**src/rtl/cbd_pkg.sv**
```systemverilog
package cbd_pkg;

    localparam int DEF_NCH    = 8;
    localparam int DEF_DATA_W = 16;
    localparam int DEF_ACC_W  = 24;
    localparam int DEF_LOG_W  = 3;

    typedef enum logic [1:0] {
        MODE_IDLE   = 2'd0,
        MODE_TRAIN  = 2'd1,
        MODE_DETECT = 2'd2
    } cbd_mode_e;

endpackage

```
**src/rtl/cbd_gate.sv**
```systemverilog
module cbd_gate #(
    parameter int NCH  = cbd_pkg::DEF_NCH,
    parameter int CH_W = $clog2(NCH)
) (
    input  logic            clk,
    input  logic            rst,
    input  logic            in_valid,
    input  logic [CH_W-1:0] in_chan,
    input  logic            mask_we,
    input  logic [NCH-1:0]  mask_wdata,
    output logic            accept
);

    logic [NCH-1:0] mask_q;

    always_ff @(posedge clk) begin
        if (rst)          mask_q <= '1;
        else if (mask_we) mask_q <= mask_wdata;
    end

    assign accept = in_valid && (int'(in_chan) < NCH) && mask_q[in_chan];

endmodule

```
**src/rtl/cbd_trainer.sv**
```systemverilog
module cbd_trainer #(
    parameter int DATA_W = cbd_pkg::DEF_DATA_W,
    parameter int LOG_W  = cbd_pkg::DEF_LOG_W,
    localparam int MAXK  = (1 << LOG_W) - 1,
    localparam int SUM_W = DATA_W + MAXK,
    localparam int CNT_W = MAXK + 1
) (
    input  logic              clk,
    input  logic              rst,
    input  logic              train_start,
    input  logic [LOG_W-1:0]  train_log2,
    input  logic              accept,
    input  logic [DATA_W-1:0] in_power,
    output logic              training,
    output logic              armed,
    output logic [DATA_W-1:0] baseline
);
    import cbd_pkg::*;

    cbd_mode_e        mode_q;
    logic [LOG_W-1:0] k_q;
    logic [SUM_W-1:0] sum_q;
    logic [CNT_W-1:0] cnt_q;
    logic [SUM_W-1:0] sum_next;
    logic [CNT_W-1:0] last_cnt;
    logic             finish;

    assign sum_next = sum_q + SUM_W'(in_power);
    assign last_cnt = (CNT_W'(1) << k_q) - CNT_W'(1);
    assign finish   = (mode_q == MODE_TRAIN) && accept && (cnt_q == last_cnt);

    always_ff @(posedge clk) begin
        if (rst) begin
            mode_q   <= MODE_IDLE;
            k_q      <= '0;
            sum_q    <= '0;
            cnt_q    <= '0;
            baseline <= '0;
        end else if (train_start) begin
            mode_q <= MODE_TRAIN;
            k_q    <= train_log2;
            sum_q  <= '0;
            cnt_q  <= '0;
        end else if (mode_q == MODE_TRAIN && accept) begin
            if (finish) begin
                baseline <= DATA_W'(sum_next >> k_q);
                mode_q   <= MODE_DETECT;
            end
            sum_q <= sum_next;
            cnt_q <= cnt_q + CNT_W'(1);
        end
    end

    assign training = (mode_q == MODE_TRAIN);
    assign armed    = (mode_q == MODE_DETECT);

    assert_count_bound_R3: assert property (@(posedge clk) disable iff (rst)
        training |-> (cnt_q <= last_cnt));

    assert_train_ends_on_sample_R3: assert property (@(posedge clk) disable iff (rst)
        $fell(training) |-> ($past(accept) && !$past(train_start)));

    assert_baseline_hold_R3: assert property (@(posedge clk) disable iff (rst)
        (!train_start && !(training && accept)) |=> $stable(baseline));

    assert_k_held_R9: assert property (@(posedge clk) disable iff (rst)
        (training && !train_start) |=> $stable(k_q));

endmodule

```
**src/rtl/cbd_cusum_bank.sv**
```systemverilog
module cbd_cusum_bank #(
    parameter int NCH    = cbd_pkg::DEF_NCH,
    parameter int DATA_W = cbd_pkg::DEF_DATA_W,
    parameter int ACC_W  = cbd_pkg::DEF_ACC_W,
    parameter int CH_W   = $clog2(NCH),
    localparam int EXT_W = ACC_W + 2
) (
    input  logic              clk,
    input  logic              rst,
    input  logic              upd_en,
    input  logic              clear,
    input  logic [CH_W-1:0]   in_chan,
    input  logic [DATA_W-1:0] in_power,
    input  logic [DATA_W-1:0] ref_val,
    input  logic [DATA_W-1:0] drift,
    input  logic [ACC_W-1:0]  threshold,
    output logic              trigger
);

    localparam logic [ACC_W-1:0] S_MAX = '1;

    logic [ACC_W-1:0] s_mem [NCH];
    logic [ACC_W-1:0] s_cur;
    logic [ACC_W-1:0] s_new;

    function automatic logic [ACC_W-1:0] cusum_step(
        input logic [ACC_W-1:0]  s,
        input logic [DATA_W-1:0] x,
        input logic [DATA_W-1:0] r,
        input logic [DATA_W-1:0] d
    );
        logic signed [EXT_W-1:0] t;
        t = $signed({2'b00, s}) + $signed(EXT_W'(x)) - $signed(EXT_W'(r)) - $signed(EXT_W'(d));
        if (t < 0)                              return '0;
        else if (t > $signed({2'b00, S_MAX}))   return S_MAX;
        else                                    return t[ACC_W-1:0];
    endfunction

    assign s_cur = s_mem[in_chan];
    assign s_new = cusum_step(s_cur, in_power, ref_val, drift);

    for (genvar c = 0; c < NCH; c++) begin : g_stat
        always_ff @(posedge clk) begin
            if (rst || clear)
                s_mem[c] <= '0;
            else if (upd_en && (int'(in_chan) == c))
                s_mem[c] <= s_new;
        end
    end

    always_ff @(posedge clk) begin
        if (rst || clear)                       trigger <= 1'b0;
        else if (upd_en && (s_new > threshold)) trigger <= 1'b1;
    end

    assert_clear_drops_trigger_R7: assert property (@(posedge clk) disable iff (rst)
        clear |=> !trigger);

    assert_rise_needs_update_R6: assert property (@(posedge clk) disable iff (rst)
        $rose(trigger) |-> $past(upd_en));

    assert_sticky_R6: assert property (@(posedge clk) disable iff (rst)
        (trigger && !clear) |=> trigger);

    assert_no_grow_when_idle_R4: assert property (@(posedge clk) disable iff (rst)
        (!upd_en && !clear) |=> $stable(s_mem[0]));

endmodule

```
**src/rtl/cusum_band_detector.sv**
```systemverilog
module cusum_band_detector #(
    parameter int NCH    = cbd_pkg::DEF_NCH,
    parameter int DATA_W = cbd_pkg::DEF_DATA_W,
    parameter int ACC_W  = cbd_pkg::DEF_ACC_W,
    parameter int LOG_W  = cbd_pkg::DEF_LOG_W,
    localparam int CH_W  = $clog2(NCH)
) (
    input  logic              clk,
    input  logic              rst,
    input  logic              in_valid,
    input  logic [CH_W-1:0]   in_chan,
    input  logic [DATA_W-1:0] in_power,
    input  logic              mask_we,
    input  logic [NCH-1:0]    mask_wdata,
    input  logic              train_start,
    input  logic [LOG_W-1:0]  train_log2,
    input  logic [DATA_W-1:0] drift,
    input  logic [ACC_W-1:0]  threshold,
    input  logic              trig_ack,
    output logic              trigger,
    output logic              training,
    output logic [DATA_W-1:0] baseline
);

    logic accept;
    logic armed;
    logic upd_en;
    logic clear_all;

    cbd_gate #(.NCH(NCH), .CH_W(CH_W)) u_gate (
        .clk        (clk),
        .rst        (rst),
        .in_valid   (in_valid),
        .in_chan    (in_chan),
        .mask_we    (mask_we),
        .mask_wdata (mask_wdata),
        .accept     (accept)
    );

    cbd_trainer #(.DATA_W(DATA_W), .LOG_W(LOG_W)) u_trainer (
        .clk         (clk),
        .rst         (rst),
        .train_start (train_start),
        .train_log2  (train_log2),
        .accept      (accept && !trig_ack),
        .in_power    (in_power),
        .training    (training),
        .armed       (armed),
        .baseline    (baseline)
    );

    assign clear_all = train_start || trig_ack;
    assign upd_en    = accept && armed && !clear_all;

    cbd_cusum_bank #(.NCH(NCH), .DATA_W(DATA_W), .ACC_W(ACC_W), .CH_W(CH_W)) u_bank (
        .clk       (clk),
        .rst       (rst),
        .upd_en    (upd_en),
        .clear     (clear_all),
        .in_chan   (in_chan),
        .in_power  (in_power),
        .ref_val   (baseline),
        .drift     (drift),
        .threshold (threshold),
        .trigger   (trigger)
    );

    assert_idle_no_trigger_R4: assert property (@(posedge clk) disable iff (rst)
        (training && !trig_ack) |=> !$rose(trigger));

endmodule

```
**config.mk**
```make
export PLATFORM = sky130hd
export DESIGN_NAME = cusum_band_detector
export DESIGN_NICKNAME = d
export VERILOG_FILES = /design/src/rtl/cbd_pkg.sv /design/src/rtl/cbd_gate.sv /design/src/rtl/cbd_trainer.sv /design/src/rtl/cbd_cusum_bank.sv /design/src/rtl/cusum_band_detector.sv
export SDC_FILE = /design/constraint.sdc
export NUM_CORES = 1
export LEC_CHECK = 0
export BUFFER_PORTS_ARGS = -buffer_cell sky130_fd_sc_hd__buf_2
export CORE_MARGIN = 1
export CORE_UTILIZATION = 45
export CTS_CLUSTER_DIAMETER = 30
export CTS_CLUSTER_SIZE = 10
export DETAILED_ROUTE_END_ITERATION = 10
export PLACE_DENSITY = 0.72
export SYNTH_ARGS = -nofsm -noshare
export SYNTH_HDL_FRONTEND = slang
export SYNTH_SLANG_ARGS = --single-unit
```
**constraint.sdc**
```tcl
create_clock -name clk -period 17.1 [get_ports clk]
set_clock_uncertainty 0.05 [all_clocks]
set_input_delay 1.71 -clock clk [delete_from_list [all_inputs] [get_ports clk]]
set_output_delay 1.71 -clock clk [all_outputs]
set_load 0.05 [all_outputs]
```
==> run metrics, run 1 <==
status=complete, no violations; yosys warns=0; fin util=54.6%; post-synthesis compound-gate area fraction=14.1%; Yosys cell types=89; initial antenna violation count=0; Synth Area in Simple Gates=16.2%; Mapped Cells=1546; Chip Width=191 µm; adder-cell area share of the yosys netlist=8.10%; CTS Hold Bufs=0; hold path endpoint=u_trainer.sum_q[8]$_SDFFE_PP0P_; PortBufs=93; CP max FO=29; fillers=2974; FF+latch count, synth=253; most frequent cells in the layout=nor2_1, edfxtp_1, nand2_1; vias in the first global route=12545; Nets=1797; Die Height=191 µm; final hold slack=408 ps; Setup crit start kind=input pin; 1st-pass router iterations=5; io pins=94; largest family of logic cells by synthesized area=simple AND/OR/NAND/NOR gates; FF-to-FF End=u_bank.trigger$_SDFFE_PP0P_; hold path depth=2; Slew Viols, Final=0; n_diodes=0; mux share of post-synthesis cell area=10.3%; GP Congestion=0.884; final antenna-violating net count=0; final worst path period share=58.3%; Setup crit end kind=flip-flop; drt drc=0; Mapped Avg Cell Area=10.4 µm²; Slew headroom=20.2%; total setup buffers inserted after CTS=0; PwrDens=129 nW/µm²; die area=36400 µm²; TritonCTS buffer count=59; min-delay worst type=reg2reg; Placed Instances=2022; peak supply drop=0.0000966 V; Non-Filler Instances=2133; Detailed Place HPWL=30.4 mm; final instance area=19000 µm²; final hold viol count=0; routed wire length=44.6 mm; sequential area share after synthesis=43.6%; Post-Syn Nets=1715; Initial Utilization=46.1%; fraction of layout cells with a size suffix above 1=19.7%; worst r2r src=u_bank.s_mem[7][1]$_SDFFCE_PN0P_; Least-Margin Pin Slew=1200 ps; minimum clock period=9970 ps; critical path data required time=17520 ps; initial drt markers=1003; FF-to-FF setup slack=8940 ps; CORE AREA=34800 µm²; commonest non-fill, non-tap cell in the layout=nor2_1; RSZ-0062 raised after global routing=false; Area Growth Syn to Fin=18.5%; DP Area=16900 µm²; CP max stage delay=940 ps; synthesized area=16000 µm²; XOR/XNOR Fraction of Synth Area=3.39%; Crit Path Category=in2reg; FF-to-FF path depth=35; DR WL/cell=20.9 µm; Clock Path Buffers=3; worst skew pair latency=610 ps; DR vias/cell=5.93; first-pass GRT wire length=69.8 mm; fmax=0.100 GHz; CTS tree=built; total gr overflow=0; global-route usage over all layers=25.1%; # clock sinks=253; largest net degree at the start of global routing=40; Pleak=7.92 nW; number of synthesized flops with an enable pin=192; crit path DAT=10390 ps; Crit-path slowest cell=clkinv_1; clk slew on worst S/H paths=50 ps; CTS root buf=clkbuf_16; Post-synth top flop=edfxtp_1; max-cap violation count=0; setup TNS=0 ps; CTS-repair resized insts=0; setup violators final=0; FP Rows=68; DR vias=12656; Top cell by count, worst path=a21oi_1; Synth async-reset ratio=0%; H-tree Lvls=2; hold path start=u_trainer.sum_q[8]$_SDFFE_PP0P_
-- Yosys cell counts, drive strengths merged, types with 7 or more instances --
master    n  area share, %
nand2b    8           0.36
xnor2    39            2.1
o21ai    45            1.4
fa       18            2.2
a21o     23            1.1
nor2    257            6.1
or2      10           0.39
mux2i    35            2.2
a21oi   111            3.7
inv      76            1.8
o21a     17           0.80
edfxtp  192             36
clkbuf   36           0.84
ha       75            5.9
a211o    13           0.71
xor2     23            1.3
dfxtp    61            7.6
nor4      8           0.63
nor3     41            1.7
mux2      7           0.49
buf      47            1.7
mux4     54            7.6
nor2b    20           0.78
and3     10           0.39
nand2   131            3.1
a211oi   14           0.86
nand3    26           0.84
a31oi    10           0.39
nand4    15           0.59
o211ai   23            1.1
-- worst max path at each step --
stage / from / end / slack, ps / cells past startpoint
floorplan: in_chan[0] / u_bank.trigger$_SDFFE_PP0P_ / 7190 / 38
global placement: in_chan[2] / u_bank.trigger$_SDFFE_PP0P_ / 6770 / 37
detailed placement: in_chan[2] / u_bank.trigger$_SDFFE_PP0P_ / 6600 / 37
CTS: in_chan[2] / u_bank.trigger$_SDFFE_PP0P_ / 7210 / 37
global route: in_chan[2] / u_bank.trigger$_SDFFE_PP0P_ / 6420 / 37
finish: in_chan[2] / u_bank.trigger$_SDFFE_PP0P_ / 7130 / 37
-- worst max-delay path: cells and delay by family --
| family | cells | cell delay [ps] |
|---|---|---|
| adders and majority gates | 4 | 1310 |
| and+or+nand+nor | 8 | 1650 |
| xor gates and xnor gates | 1 | 170 |
| buffers and inverters | 4 | 1460 |
| AOI/OAI and AO/OA | 20 | 4040 |
-- registers in the layout, summed over array words and instances, names as in the netlist --
name / count
u_trainer.sum_q: 23
u_trainer.mode_q: 2
u_trainer.k_q: 3
u_gate.mask_q: 8
u_bank.s_mem: 192
u_bank.trigger: 1
u_trainer.baseline: 16
u_trainer.cnt_q: 8
-- metrics by stage --
step / setup slack (ps) / power, mW
floorplan: 7190 / 1.11
global placement: 6770 / 1.26
detailed placement: 6600 / 1.27
CTS: 7210 / 2.46
global route: 6420 / 2.56
finish: 7130 / 2.45
-- routing by layer --
layer / GRT usage, % / up-vias / share of wire, %
met5: 0 / - / 0
li1: - / 5859 / -
met2: 40.5 / 611 / 47
met3: 5.56 / 119 / 8.8
met4: 10.2 / 0 / 3.2
met1: 32.6 / 6067 / 41
-- area by class of cell --
| type | count | area [µm²] | area share (%) |
|---|---|---|---|
| multi-input combinational | 1133 | 8480 | 44.6 |
| sequential | 253 | 6990 | 36.8 |
| clock buffer | 65 | 1550 | 8.15 |
| clock inverter | 46 | 574 | 3.02 |
| tap | 455 | 569 | 3.00 |
| timing repair buffer | 104 | 551 | 2.90 |
| inverter | 77 | 289 | 1.52 |
-- report_power, final --
group          leakage, nW  internal (mW)  switching [mW]
logic                 4.16          0.197           0.395
registers             2.74          0.677         0.00624
clock network         1.03          0.792           0.386
-- logic make-up after synthesis --
logic type,Yosys count
AO/OA/AOI/OAI,327
XOR/XNOR,62
adder cells (fa/ha/maj),93
buffers and inverters,160
flip-flops,253
multiplexers,96
AND/OR/NAND/NOR,555
Note: power is estimated with default switching activity, not from simulation.
==> run 2: changes to the inputs <==
- PLACE_DENSITY: 0.72 -> 0.74
- clock period: 17.1 -> 9.1 ns (I/O delays scaled with it)
==> run metrics, run 2 (same netlist as run 1, synthesis figures left out) <==
crit path DAT=8940 ps (-1450 ps); Seq pwr share=27.6% (-0.2 points); DP Area=17100 µm² (+1.2%); Largest register FFs=192 (unchanged); final antenna-violating net count=0 (unchanged); total gr overflow=0 (unchanged); power share of the clock group=46.9% (-1.1 points); Detailed Place HPWL=31.5 mm (+3.7%); fraction of layout cells with a size suffix above 1=20.7% (+0.99 points); CTS tree=built; CP max FO=15 (-48%); H-tree Lvls=2 (unchanged); Int Pwr=3.17 mW (+90%); global-route usage over all layers=26.1% (+0.96 points); minimum clock period=8550 ps; combinational power share=25.5% (+1.4 points); Area Growth Syn to Fin=19.7%; setup TNS=0 ps (unchanged); total power=4.66 mW (+90%); Die Height=191 µm (unchanged); die area=36400 µm² (unchanged); largest net degree at the start of global routing=40 (unchanged); clk slew on worst S/H paths=50 ps (about the same); CP max stage delay=550 ps (-390 ps); drt drc=0 (unchanged); fmax=0.117 GHz; first-pass GRT wire length=72.4 mm (+3.7%); final hold viol count=0 (unchanged); Chip Width=191 µm (unchanged); vias in the first global route=12768 (+1.8%); TritonCTS buffer count=61 (+3.4%); Least-Margin Pin Slew=1210 ps (+10.6 ps); Slew Viols, Final=0 (unchanged); CTS root buf=clkbuf_16; largest registers=u_bank.s_mem: 192 flops, u_trainer.sum_q: 23 flops, u_trainer.baseline: 16 flops; Pleak=8.04 nW (+1.5%); FF-to-FF path depth=32 (-8.6%); Setup crit start kind=input pin; PortBufs=93 (unchanged); worst skew pair latency=600 ps (about the same); Crit-path slowest cell=mux4_2; 1st-pass router iterations=6 (+1); CORE AREA=34800 µm² (unchanged); GP Congestion=0.960 (+8.7%); commonest non-fill, non-tap cell in the layout=nor2_1; min-delay worst type=reg2reg; final worst path period share=93.9%; Nets=1826 (+1.6%); hold path depth=2 (unchanged); DR WL/cell=21.7 µm (+3.6%); origin of the worst setup path=in_chan[0]; initial drt markers=1501 (+50%); Initial Utilization=46.1% (unchanged); # clock sinks=253 (unchanged); Setup crit end kind=flip-flop; DR vias/cell=5.99 (+0.94%); RSZ-0062 raised after global routing=false; sw frac=31.9% (-0.20 points); setup violators final=0 (unchanged); io pins=94 (unchanged); status=complete, no violations; peak supply drop=0.000194 V (+100%); CTS Hold Bufs=0 (unchanged); FF-to-FF End=u_bank.trigger$_SDFFE_PP0P_; Crit Path Category=in2reg; sw power=1.48 mW (+89%); initial antenna violation count=0 (unchanged); Top reg by flops=u_bank.s_mem; final instance area=19200 µm² (+1.0%); Slew headroom=19.2% (-1.0 points); max-cap violation count=0 (unchanged); Clock Path Buffers=3 (unchanged); n_diodes=0 (unchanged); PwrDens=243 nW/µm² (+88%); DR vias=12961 (+2.4%); worst r2r src=u_bank.s_mem[3][1]$_SDFFCE_PN0P_; critical path data required time=9490 ps (-8030 ps); routed wire length=46.9 mm (+5.1%); FP Rows=68 (unchanged); Setup crit end=u_bank.trigger$_SDFFE_PP0P_; FF-to-FF setup slack=830 ps (-8110 ps); most frequent cells in the layout=nor2_1, edfxtp_1, nand2_1
[run 2: cell count changes in the layout (fill, tap and decap cells not counted), moves of 2 or more]
| cell | previous run | this run |
|---|---|---|
| buf_4 | 12 | 39 |
| bufinv_16 | 9 | 7 |
| clkbuf_16 | 59 | 61 |
| clkinv_4 | 9 | 7 |
| clkbuf_1 | 1 | 10 |
| clkinv_2 | 11 | 9 |
[run 2: final cells by class]
cell class	count	area, µm²
Timing Repair Buffer	131	753
Inverter	77	289
Fill cell	2952	15600
Clock buffer	77	1650
Clock inverter	38	467
Multi-Input combinational cell	1133	8480
Sequential cell	253	6990
Tap cell	455	569
[run 2: stage by stage]
stage | util (%) | worst slack (ps) | hold slack (ps) | std cells
after CTS | 55.1 | 677 | 415 | 2164
after global placement | 49.1 | 315 | 399 | 2049
after floorplan | - | 226 | 390 | 1546
final | 55.2 | 554 | 416 | 2164
after global routing | 55.2 | 121 | 426 | 2164
after detailed placement | 49.1 | 120 | 409 | 2049
[run 2: power by group through the flow]
stage               registers [mW]  logic [mW]  clock network [mW]
floorplan                     1.30       0.793                   0
CTS                           1.28        1.16                2.20
detailed placement            1.31        1.14                   0
global route                  1.29        1.29                2.26
finish                        1.28        1.19                2.18
global placement              1.30        1.12                   0
[run 2: repair_timing]
item / in CTS / in global routing
setup endpoints to repair: 0 / 1
resized for setup: 0 / 1
setup buffers: 0 / 0
[run 2: routing by layer]
layer | global-route usage [%] | wire length [µm] | vias to the layer above | part of all wire [%]
met3 | 4.77 | 4690 | 102 | 10
met2 | 43.2 | 22500 | 720 | 48
li1 | - | - | 5902 | -
met5 | 0 | 0 | - | 0
met4 | 8.40 | 1290 | 0 | 2.7
met1 | 34.4 | 18400 | 6237 | 39
[run 2: worst max-delay path: cells and delay by family]
family	cells	cell delay, ps
xor gates and xnor gates	1	150
buffers and inverters	3	560
AOI/OAI and AO/OA	13	3420
muxes	1	550
and+or+nand+nor	11	1840
adders and majority gates	4	1470
[run 2: worst min path at each step]
stage | startpoint | to | slack, ps
5_1_grt | u_trainer.sum_q[9]$_SDFFE_PP0P_ | u_trainer.sum_q[9]$_SDFFE_PP0P_ | 430
3_5_place_dp | u_trainer.sum_q[13]$_SDFFE_PP0P_ | u_trainer.sum_q[13]$_SDFFE_PP0P_ | 410
3_3_place_gp | u_trainer.sum_q[0]$_SDFFE_PP0P_ | u_trainer.sum_q[0]$_SDFFE_PP0P_ | 400
6_report | u_trainer.sum_q[9]$_SDFFE_PP0P_ | u_trainer.sum_q[9]$_SDFFE_PP0P_ | 420
2_1_floorplan | u_trainer.sum_q[0]$_SDFFE_PP0P_ | u_trainer.sum_q[0]$_SDFFE_PP0P_ | 390
4_1_cts | u_trainer.sum_q[13]$_SDFFE_PP0P_ | u_trainer.sum_q[13]$_SDFFE_PP0P_ | 410
==> run 3: changes to the inputs <==
- RECOVER_POWER: default -> 50
==> run metrics, run 3 (same netlist as run 1, synthesis figures left out) <==
hold path start=u_trainer.sum_q[8]$_SDFFE_PP0P_; Area Growth Syn to Fin=18.9%; hold path endpoint=u_trainer.sum_q[8]$_SDFFE_PP0P_; largest net degree at the start of global routing=40 (unchanged); Nets=1826 (unchanged); max-cap violation count=10 (+10); final worst path period share=93.6% (-0.34 points); worst skew pair latency=600 ps (about the same); # clock sinks=253 (unchanged); area of the multi-input gates=8390 µm² (-1.0%); initial antenna violation count=0 (unchanged); FP Rows=68 (unchanged); largest registers=u_bank.s_mem: 192 flops, u_trainer.sum_q: 23 flops, u_trainer.baseline: 16 flops; min-delay worst type=reg2reg; register area=6990 µm² (unchanged); Die Height=191 µm (unchanged); minimum clock period=8520 ps (-30.8 ps); setup TNS=0 ps (unchanged); clk slew on worst S/H paths=50 ps (about the same); initial drt markers=1440 (-4.1%); H-tree Lvls=2 (unchanged); Int Pwr=3.17 mW (about the same); vias in the first global route=12768 (unchanged); M2 GR Usage=43.2% (unchanged); first-pass GRT wire length=72.4 mm (unchanged); worst r2r src=u_bank.s_mem[3][1]$_SDFFCE_PN0P_; commonest non-fill, non-tap cell in the layout=nor2_1; final hold viol count=0 (unchanged); power share of the clock group=47.0% (about the same); Clock Path Buffers=3 (unchanged); setup violators final=0 (unchanged); io pins=94 (unchanged); final antenna-violating net count=0 (unchanged); fmax=0.117 GHz (+0.36%); Setup crit start kind=input pin; FF-to-FF setup slack=870 ps (+40 ps); fin util=54.8% (-0.36 points); fraction of layout cells with a size suffix above 1=18.9% (-1.8 points); Slew headroom=-261% (-280 points); crit path DAT=8910 ps (-30 ps); 1st-pass router iterations=6 (unchanged); origin of the worst setup path=in_chan[0]; combinational power share=25.4% (about the same); Detailed Place HPWL=31.5 mm (unchanged); CP max FO=15 (unchanged); n_diodes=0 (unchanged); Slew Viols, Final=231 (+231); global-route usage over all layers=26.1% (unchanged); Least-Margin Pin Slew=5360 ps (+4150 ps); hold path depth=2 (unchanged); Initial Utilization=46.1% (unchanged); routed wire length=46.9 mm (about the same); CTS tree=built; FF-to-FF path depth=32 (unchanged); CTS root buf=clkbuf_16; Most Crowded Layer GR=met2; fillers=2968 (+0.54%); Seq pwr share=27.6% (about the same); CTS Hold Bufs=0 (unchanged); sw frac=31.9% (about the same); FF-to-FF End=u_bank.trigger$_SDFFE_PP0P_; sw power=1.49 mW (+0.21%); peak supply drop=0.000192 V (-0.67%); Setup crit end kind=flip-flop; Crit Path Category=in2reg; GR Util met1=34.4% (unchanged); DR WL/cell=21.7 µm (about the same); RSZ-0062 raised after global routing=false; DR vias/cell=5.96 (-0.41%); status=complete, but fails checks; die area=36400 µm² (unchanged); most frequent cells in the layout=nor2_1, edfxtp_1, nand2_1; GP Congestion=0.960 (unchanged); PwrDens=244 nW/µm² (+0.78%); critical path data required time=9500 ps (about the same); Crit-path slowest cell=mux4_2; TritonCTS buffer count=61 (unchanged); total gr overflow=0 (unchanged); CP max stage delay=550 ps (about the same); CORE AREA=34800 µm² (unchanged); Chip Width=191 µm (unchanged); failing checks=max-capacitance violations, max-slew violations; Pleak=7.93 nW (-1.4%); met3 GRT Util=4.77% (unchanged); Largest register FFs=192 (unchanged); PortBufs=93 (unchanged); drt drc=0 (unchanged); Top reg by flops=u_bank.s_mem; DR vias=12908 (-0.41%)
==> run 3: stage by stage <==
| stage | setup slack [ps] | hold slack [ps] | total power, mW | area [µm²] | std cells |
|---|---|---|---|---|---|
| final | 585 | 415 | 4.66 | 19100 | 2164 |
| after global routing | 121 | 426 | 4.84 | 19100 | 2164 |
| after CTS | 677 | 415 | 4.64 | 19200 | 2164 |
| after detailed placement | 120 | 409 | 2.45 | 17100 | 2049 |
| after global placement | 315 | 399 | 2.42 | 17100 | 2049 |
| after floorplan | 226 | 390 | 2.09 | 16000 | 1546 |
==> run 3: critical path: cells and delay by family <==
family	cells	cell delay [ps]
fa+ha+maj	4	1450
buf+inv	3	560
compound gates	13	3410
simple gates	11	1840
mux	1	550
xor+xnor	1	150
==> run 3: cell type report <==
| cell class | instances | area share (%) |
|---|---|---|
| inverters | 77 | 1.52 |
| clock inverters | 38 | 2.45 |
| well taps | 455 | 2.99 |
| repair buffers | 131 | 3.75 |
| flip-flops and latches | 253 | 36.6 |
| clock buffers | 77 | 8.64 |
| multi-input cells | 1133 | 44.0 |
==> run 3: worst max path at each step <==
| stage | endpoint | slack (ps) | cells after the start |
|---|---|---|---|
| floorplan | u_bank.trigger$_SDFFE_PP0P_ | 230 | 38 |
| global placement | u_bank.trigger$_SDFFE_PP0P_ | 310 | 37 |
| detailed placement | u_bank.trigger$_SDFFE_PP0P_ | 120 | 37 |
| CTS | u_bank.trigger$_SDFFE_PP0P_ | 680 | 37 |
| global route | u_bank.trigger$_SDFFE_PP0P_ | 120 | 33 |
| finish | u_bank.trigger$_SDFFE_PP0P_ | 580 | 33 |
==> run 3: timing repair <==
item | CTS | global route
endpoints found under the setup margin | 0 | 1
endpoints found under the hold margin | 0 | 0
gates resized for setup | 0 | 1
setup buffers | 0 | 0
==> run 3: power groups by stage <==
stage	sequential, mW	combinational (mW)	clock, mW
6_report	1.29	1.18	2.19
5_1_grt	1.29	1.29	2.26
4_1_cts	1.28	1.16	2.20
3_5_place_dp	1.31	1.14	0
3_3_place_gp	1.30	1.12	0
2_1_floorplan	1.30	0.793	0
==> run 3: metal layers <==
metal,vias to the layer above,wire (µm)
met4,0,1270
met2,683,22400
met3,102,4450
met1,6217,18800
li1,5906,-
met5,-,0
